### config.mk
export PLATFORM = sky130hd
export DESIGN_NAME = cam_keygen
export DESIGN_NICKNAME = d
export VERILOG_FILES = /design/src/rtl/cam_keygen_pkg.sv /design/src/rtl/cam_keygen_lfsr.sv /design/src/rtl/cam_keygen_store.sv /design/src/rtl/cam_keygen_sched.sv /design/src/rtl/cam_keygen.sv
export SDC_FILE = /design/constraint.sdc
export NUM_CORES = 1
export LEC_CHECK = 0
export CAP_MARGIN = 20
export CORE_MARGIN = 2
export CORE_UTILIZATION = 45
export CTS_BUF_LIST = sky130_fd_sc_hd__clkbuf_8
export CTS_CLUSTER_DIAMETER = 50
export CTS_CLUSTER_SIZE = 25
export DETAILED_ROUTE_END_ITERATION = 12
export GPL_ROUTABILITY_DRIVEN = 1
export PLACE_DENSITY_LB_ADDON = 0.05
export SLEW_MARGIN = 10
export SYNTH_ARGS = -nofsm -noshare
export SYNTH_HDL_FRONTEND = slang
export SYNTH_SLANG_ARGS = --single-unit
### constraint.sdc
create_clock -name clk -period 7.83 [get_ports clk]
set_input_delay 1.1745 -clock clk [delete_from_list [all_inputs] [get_ports clk]]
set_output_delay 1.1745 -clock clk [all_outputs]
set_load 0.01 [all_outputs]
### src/rtl/cam_keygen_pkg.sv
package cam_keygen_pkg;

    localparam int KEY_W    = 18;
    localparam int TAP_HI   = 18;
    localparam int TAP_LO   = 11;
    localparam int ROW_W    = 6;
    localparam int ROWS     = 1 << ROW_W;
    localparam int PERIOD_W = ROW_W + 1;

    typedef enum logic [1:0] {
        PH_IDLE   = 2'd0,
        PH_LOAD   = 2'd1,
        PH_SEARCH = 2'd2
    } phase_e;

    typedef enum logic [1:0] {
        MD_SPARSE = 2'd0,
        MD_DENSE  = 2'd1,
        MD_HALF   = 2'd2,
        MD_RAND   = 2'd3
    } mode_e;

    typedef struct packed {
        logic             hit;
        logic [ROW_W-1:0] idx;
    } pick_t;

    function automatic logic [KEY_W-1:0] lfsr_step(input logic [KEY_W-1:0] s);
        logic fb;
        fb = s[TAP_HI-1] ^ s[TAP_LO-1];
        return {s[KEY_W-2:0], fb};
    endfunction

endpackage

### src/rtl/cam_keygen_lfsr.sv
module cam_keygen_lfsr
    import cam_keygen_pkg::*;
#(
    parameter logic [KEY_W-1:0] SEED = 18'h1ACE5
) (
    input  logic             clk,
    input  logic             rst,
    input  logic             advance,
    input  logic             reload,
    input  logic [KEY_W-1:0] reload_val,
    output logic [KEY_W-1:0] state
);

    always_ff @(posedge clk) begin
        if (rst) begin
            state <= SEED;
        end else if (reload) begin
            state <= reload_val;
        end else if (advance) begin
            state <= lfsr_step(state);
        end
    end

    // a zero state would lock the register forever
    a_r10_never_zero: assert property (@(posedge clk) disable iff (rst)
        state != '0);

endmodule

### src/rtl/cam_keygen_store.sv
module cam_keygen_store
    import cam_keygen_pkg::*;
(
    input  logic             clk,
    input  logic             we,
    input  logic [ROW_W-1:0] waddr,
    input  logic [KEY_W-1:0] wdata,
    input  logic [ROW_W-1:0] raddr,
    output logic [KEY_W-1:0] rdata
);

    logic [KEY_W-1:0] mem [ROWS];

    always_ff @(posedge clk) begin
        if (we) begin
            mem[waddr] <= wdata;
        end
    end

    assign rdata = mem[raddr];

endmodule

### src/rtl/cam_keygen_sched.sv
module cam_keygen_sched
    import cam_keygen_pkg::*;
(
    input  mode_e               mode,
    input  logic [PERIOD_W-1:0] k,
    output pick_t               pick
);

    always_comb begin
        pick = '0;
        unique case (mode)
            MD_SPARSE: begin
                pick.hit = (k[ROW_W-1:0] == '0);
                pick.idx = k[PERIOD_W-1:1];
            end
            MD_DENSE: begin
                pick.hit = (k[ROW_W-1:0] != '1);
                pick.idx = k[ROW_W-1:0];
            end
            MD_HALF: begin
                pick.hit = ~k[0];
                pick.idx = k[PERIOD_W-1:1];
            end
            MD_RAND: begin
                pick.hit = 1'b0;
                pick.idx = '0;
            end
            default: pick = '0;
        endcase
    end

endmodule

### src/rtl/cam_keygen.sv
module cam_keygen
    import cam_keygen_pkg::*;
#(
    parameter logic [KEY_W-1:0] SEED = 18'h1ACE5
) (
    input  logic             clk,
    input  logic             rst,
    input  logic             start,
    input  logic [1:0]       mode,
    output logic             wr_o,
    output logic [KEY_W-1:0] data_o,
    output logic [1:0]       phase_o
);

    phase_e              st_q;
    phase_e              ph_q;
    mode_e               mode_q;
    logic [ROW_W-1:0]    cnt_q;
    logic [PERIOD_W-1:0] k_q;
    logic [KEY_W-1:0]    base_q;
    logic                wr_q;
    logic [KEY_W-1:0]    dat_q;

    logic [KEY_W-1:0]    lfsr;
    logic [KEY_W-1:0]    rd;
    logic                we;
    logic [ROW_W-1:0]    waddr;
    logic                wrap;
    logic                adv;
    pick_t               pick;

    assign we    = (st_q == PH_IDLE && start) || (st_q == PH_LOAD);
    assign waddr = (st_q == PH_IDLE) ? '0 : cnt_q;
    assign wrap  = (st_q == PH_SEARCH) && (mode_q != MD_RAND) && (k_q == '1);
    assign adv   = we || (st_q == PH_SEARCH);

    cam_keygen_lfsr #(.SEED(SEED)) u_lfsr (
        .clk        (clk),
        .rst        (rst),
        .advance    (adv),
        .reload     (wrap),
        .reload_val (base_q),
        .state      (lfsr)
    );

    cam_keygen_store u_store (
        .clk   (clk),
        .we    (we),
        .waddr (waddr),
        .wdata (lfsr),
        .raddr (pick.idx),
        .rdata (rd)
    );

    cam_keygen_sched u_sched (
        .mode (mode_q),
        .k    (k_q),
        .pick (pick)
    );

    always_ff @(posedge clk) begin
        if (rst) begin
            st_q   <= PH_IDLE;
            ph_q   <= PH_IDLE;
            mode_q <= MD_SPARSE;
            cnt_q  <= '0;
            k_q    <= '0;
            base_q <= '0;
            wr_q   <= 1'b0;
            dat_q  <= '0;
        end else begin
            unique case (st_q)
                PH_IDLE: begin
                    if (start) begin
                        st_q   <= PH_LOAD;
                        ph_q   <= PH_LOAD;
                        mode_q <= mode_e'(mode);
                        wr_q   <= 1'b1;
                        dat_q  <= lfsr;
                        cnt_q  <= ROW_W'(1);
                    end
                end
                PH_LOAD: begin
                    ph_q  <= PH_LOAD;
                    wr_q  <= 1'b0;
                    dat_q <= lfsr;
                    cnt_q <= cnt_q + 1'b1;
                    if (cnt_q == '1) begin
                        st_q   <= PH_SEARCH;
                        k_q    <= '0;
                        base_q <= lfsr_step(lfsr);
                    end
                end
                PH_SEARCH: begin
                    ph_q  <= PH_SEARCH;
                    wr_q  <= 1'b0;
                    dat_q <= pick.hit ? rd : lfsr;
                    k_q   <= k_q + 1'b1;
                end
                default: st_q <= PH_IDLE;
            endcase
        end
    end

    assign wr_o    = wr_q;
    assign data_o  = dat_q;
    assign phase_o = ph_q;

    // checker state: load cycles seen, first search cycle flag
    logic [ROW_W:0] ld_seen;
    logic           srch_seen;
    always_ff @(posedge clk) begin
        if (rst) begin
            ld_seen   <= '0;
            srch_seen <= 1'b0;
        end else begin
            if (ph_q == PH_LOAD) ld_seen <= ld_seen + 1'b1;
            if (ph_q == PH_SEARCH) srch_seen <= 1'b1;
        end
    end


    a_r1_idle_quiet: assert property (@(posedge clk) disable iff (rst)
        (ph_q == PH_IDLE) |-> (!wr_q && dat_q == '0));


    a_r2_strobe_single: assert property (@(posedge clk) disable iff (rst)
        wr_q |=> !wr_q);


    a_r2_strobe_in_load: assert property (@(posedge clk) disable iff (rst)
        wr_q |-> (ph_q == PH_LOAD));


    a_r3_load_length: assert property (@(posedge clk) disable iff (rst)
        (ph_q == PH_SEARCH && !srch_seen) |-> (ld_seen == (ROW_W+1)'(ROWS)));


    a_r3_search_sticky: assert property (@(posedge clk) disable iff (rst)
        (ph_q == PH_SEARCH) |=> (ph_q == PH_SEARCH));


    a_r9_mode_held: assert property (@(posedge clk) disable iff (rst)
        (st_q != PH_IDLE) |=> $stable(mode_q));

endmodule

==> results.md <==
- R2r worst-path depth: 8
- Cell variety after synth: 67
- First-pass GRT wire length: 234 mm
- CTS tree: done
- Detail Route Antenna Nets: 0
- Footprint of the multi-input gates: 0.0128 mm2
- Total power: 12700 uW
- Syn Area/Cell: 13.7 um2
- Worst-Margin Slew: 1.22 ns
- Clk_lat worst skew: 0.86 ns
- Net count after synthesis: 3656
- FF-to-FF End: data_o[1]
- Initial DRC count: 4743
- Synth area leaders: edfxtp_1 69%, dfxtp_1 3.0%, o21ai_0 2.9%
- Setup TNS Final: 0 ns
- FF+latch area: 0.0361 mm2
- Crit Path Max Fanout: 97
- Final nets: 3644
- Crit path kind: reg2reg
- Max_cap viols: 0
- HPWL Detailed: 92.7 mm
- Number of H-tree levels: 4
- Worst hold path endpoint: u_lfsr.state[13]
- Grt total ovfl: 0
- Largest area contributor in the netlist: edfxtp_1
- Largest net degree at the start of global routing: 147
- Yosys warning total: 0
- Cts bufs inserted: 137
- DP Cell Count: 4976
- Worst r2r src: mode_q[0]
- CP cell instances: nand2b_4 > buf_12 > and3_1 > a211oi_1 > a311oi_1 > o22ai_1 > a2111o_1 > a31oi_1
- DRT Wirelength: 165 mm
- CP Capture Type: flop
- Fin crit period: 4.82 ns
- Residual DRC: 0
- CTS sink count: 1226
- Placed Area: 0.0521 mm2
- Slowest cell delay on critical path: 1.04 ns
- DR vias: 33693
- FP Rows: 122
- Final Hold Fails: 0
- Layout cells sized above 1: 12.2%
- Fillers: 9376
- Maximum clock rate: 0.208 GHz
- Min-Delay Path Class: reg2reg
- Slew Limit Fails: 0
- Setup slack, reg-to-reg: 3.01 ns
- Resized Gates After CTS: 0
- Startpoint Class: flop
- Via density: 6.44
- Number of antenna violations at the first check in global routing: 3
- Clock Path Buffers: 3
- Worst Clk Skew: 0.0370 ns
- Synth Instances: 3644
- Seq cells post-synth: 1226
- Data arrival time of the worst path: 5.58 ns
- Area Growth Syn to Fin: 10.6%
- Relative slew slack: 18.2%
- Asr flop ratio synth: 0%
- Vias in the first global route: 31209
- Final Non-Filler Cells: 5235
- Worst Path Required: 8.60 ns
- Routed length per instance: 31.5 um
- Core Area: 0.110 mm2
- Crit-path slowest cell: dfxtp_1
- Clk slew on worst S/H paths: 0.09 ns
- Primary FF master, synth: edfxtp_1
- Clock root buffer: clkbuf_8
- Die Footprint: 0.114 mm2
- Cell area power density: 230 mW/mm2
- Post-Syn Area: 0.0499 mm2
- Fin area: 0.0552 mm2
- Most common cell after layout, fill and taps aside: edfxtp_1
- Setup Fix Bufs, Post-CTS: 0
- RSZ-0062 raised after global routing: no
- Final setup fails: 0
- Placer Congestion: 0.892
- Top Ports: 26
- Die Y-Extent: 337 um
- I/O Buffers: 25
- Yosys top cell area share: 69.3%
- CTS Hold Bufs: 0
- Hold WS: 0.471 ns
- Seq/Total Area, Yosys: 72.3%
- Hold_sp: u_lfsr.state[12]
- Leakage: 0.0182 uW
- EDFF count, synth: 1152
- Peak VDD IR: 0.000143 V
- Status: complete, no violations
- Overall die width: 337 um
- Hold Crit Depth: 2
- Initial core utilization: 45.2%
- Most frequent cells in the layout: 1152 x edfxtp_1, 335 x nand2_1, 289 x o21ai_0, 218 x nand3_1, 152 x a21oi_1
- TritonRoute pass-1 iters: 6
- Final period utilization: 61.5%
- Gr usage total: 28.9%
[kinds of logic after synthesis]
group                      synth area share [%]
buffers and inverters                      2.71
DFF                                        72.3
and+or+nand+nor                            9.50
AOI/OAI and AO/OA                          12.6
xor gates and xnor gates                  0.140
muxes                                      2.54
adders and majority gates                 0.175
[power breakdown]
part / internal (uW) / total, uW / switching, uW / leakage, uW
clock: 2240 / 4770 / 2530 / 0.00155
combinational: 96.8 / 467 / 370 / 0.00570
sequential: 7350 / 7460 / 117 / 0.0110
[cell type report]
cell class | count | area share (%)
clock inverter | 114 | 2.08
inverter | 12 | 0.0816
tap | 1488 | 3.37
clock buffer | 139 | 3.47
sequential | 1226 | 65.4
timing repair buffer | 157 | 2.49
antenna | 1 | 0.00453
multi-input combinational | 2098 | 23.1
[registers in the layout, summed over array words and instances (netlist names)]
register,cells
k_q,7
u_store.mem,1152
u_lfsr.state,18
data_o,18
mode_q,2
phase_o,2
wr_o,1
base_q,18
cnt_q,6
st_q,2
[how the worst max path moves through the flow]
stage | startpoint | cells after the start | to
after CTS | mode_q[0] | 8 | data_o[17]
final | mode_q[0] | 8 | data_o[1]
after floorplan | st_q[0] | 6 | u_store.mem[43][0]
after detailed placement | mode_q[0] | 8 | data_o[17]
after global routing | mode_q[0] | 8 | data_o[17]
after global placement | mode_q[0] | 8 | data_o[17]
[worst max-delay path, delay by kind of cell, from the launching register on]
kind	cells	cell delay (ns)
buffers and inverters	1	0.48
AND/OR/NAND/NOR	2	1.07
AO/OA/AOI/OAI	5	2.02
flip-flops	1	1.04
[cells in the mapped netlist, drive strengths merged (2+ instances only)]
cell	number
edfxtp	1152
nand2	338
o21ai	302
nand3	218
clkbuf	210
nor2	157
a21oi	153
a32oi	141
mux2i	123
a211oi	102
buf	98
and3	94
a31oi	90
dfxtp	74
nor4	69
o221ai	55
nor3	44
nand4	21
o22ai	20
a311oi	19
o31ai	18
or3	18
a2bb2oi	17
a2111o	16
inv	12
a221oi	11
nor2b	11
ha	7
nand2b	7
xnor2	5
nand3b	4
and2	3
and3b	3
mux2	3
o22a	3
xor2	3
nor3b	2
o21a	2
o221a	2
or4	2
[layer usage]
layer / vias up / GRT usage [%] / share of wire (%)
met5: - / 0 / 0
met4: 0 / 7.59 / 2.4
met3: 204 / 5.27 / 10
met2: 1891 / 40.1 / 42
met1: 17241 / 46.2 / 45
li1: 14357 / - / -
[per-stage QoR]
step | worst slack (ns) | utilization, %
6_report | 3.01 | 50.0
5_1_grt | 2.81 | 50.0
4_1_cts | 3.17 | 50.0
3_5_place_dp | 3.19 | 47.2
3_3_place_gp | 3.21 | 47.1
2_1_floorplan | 4.27 | -
(Power assumes the default switching activity.)
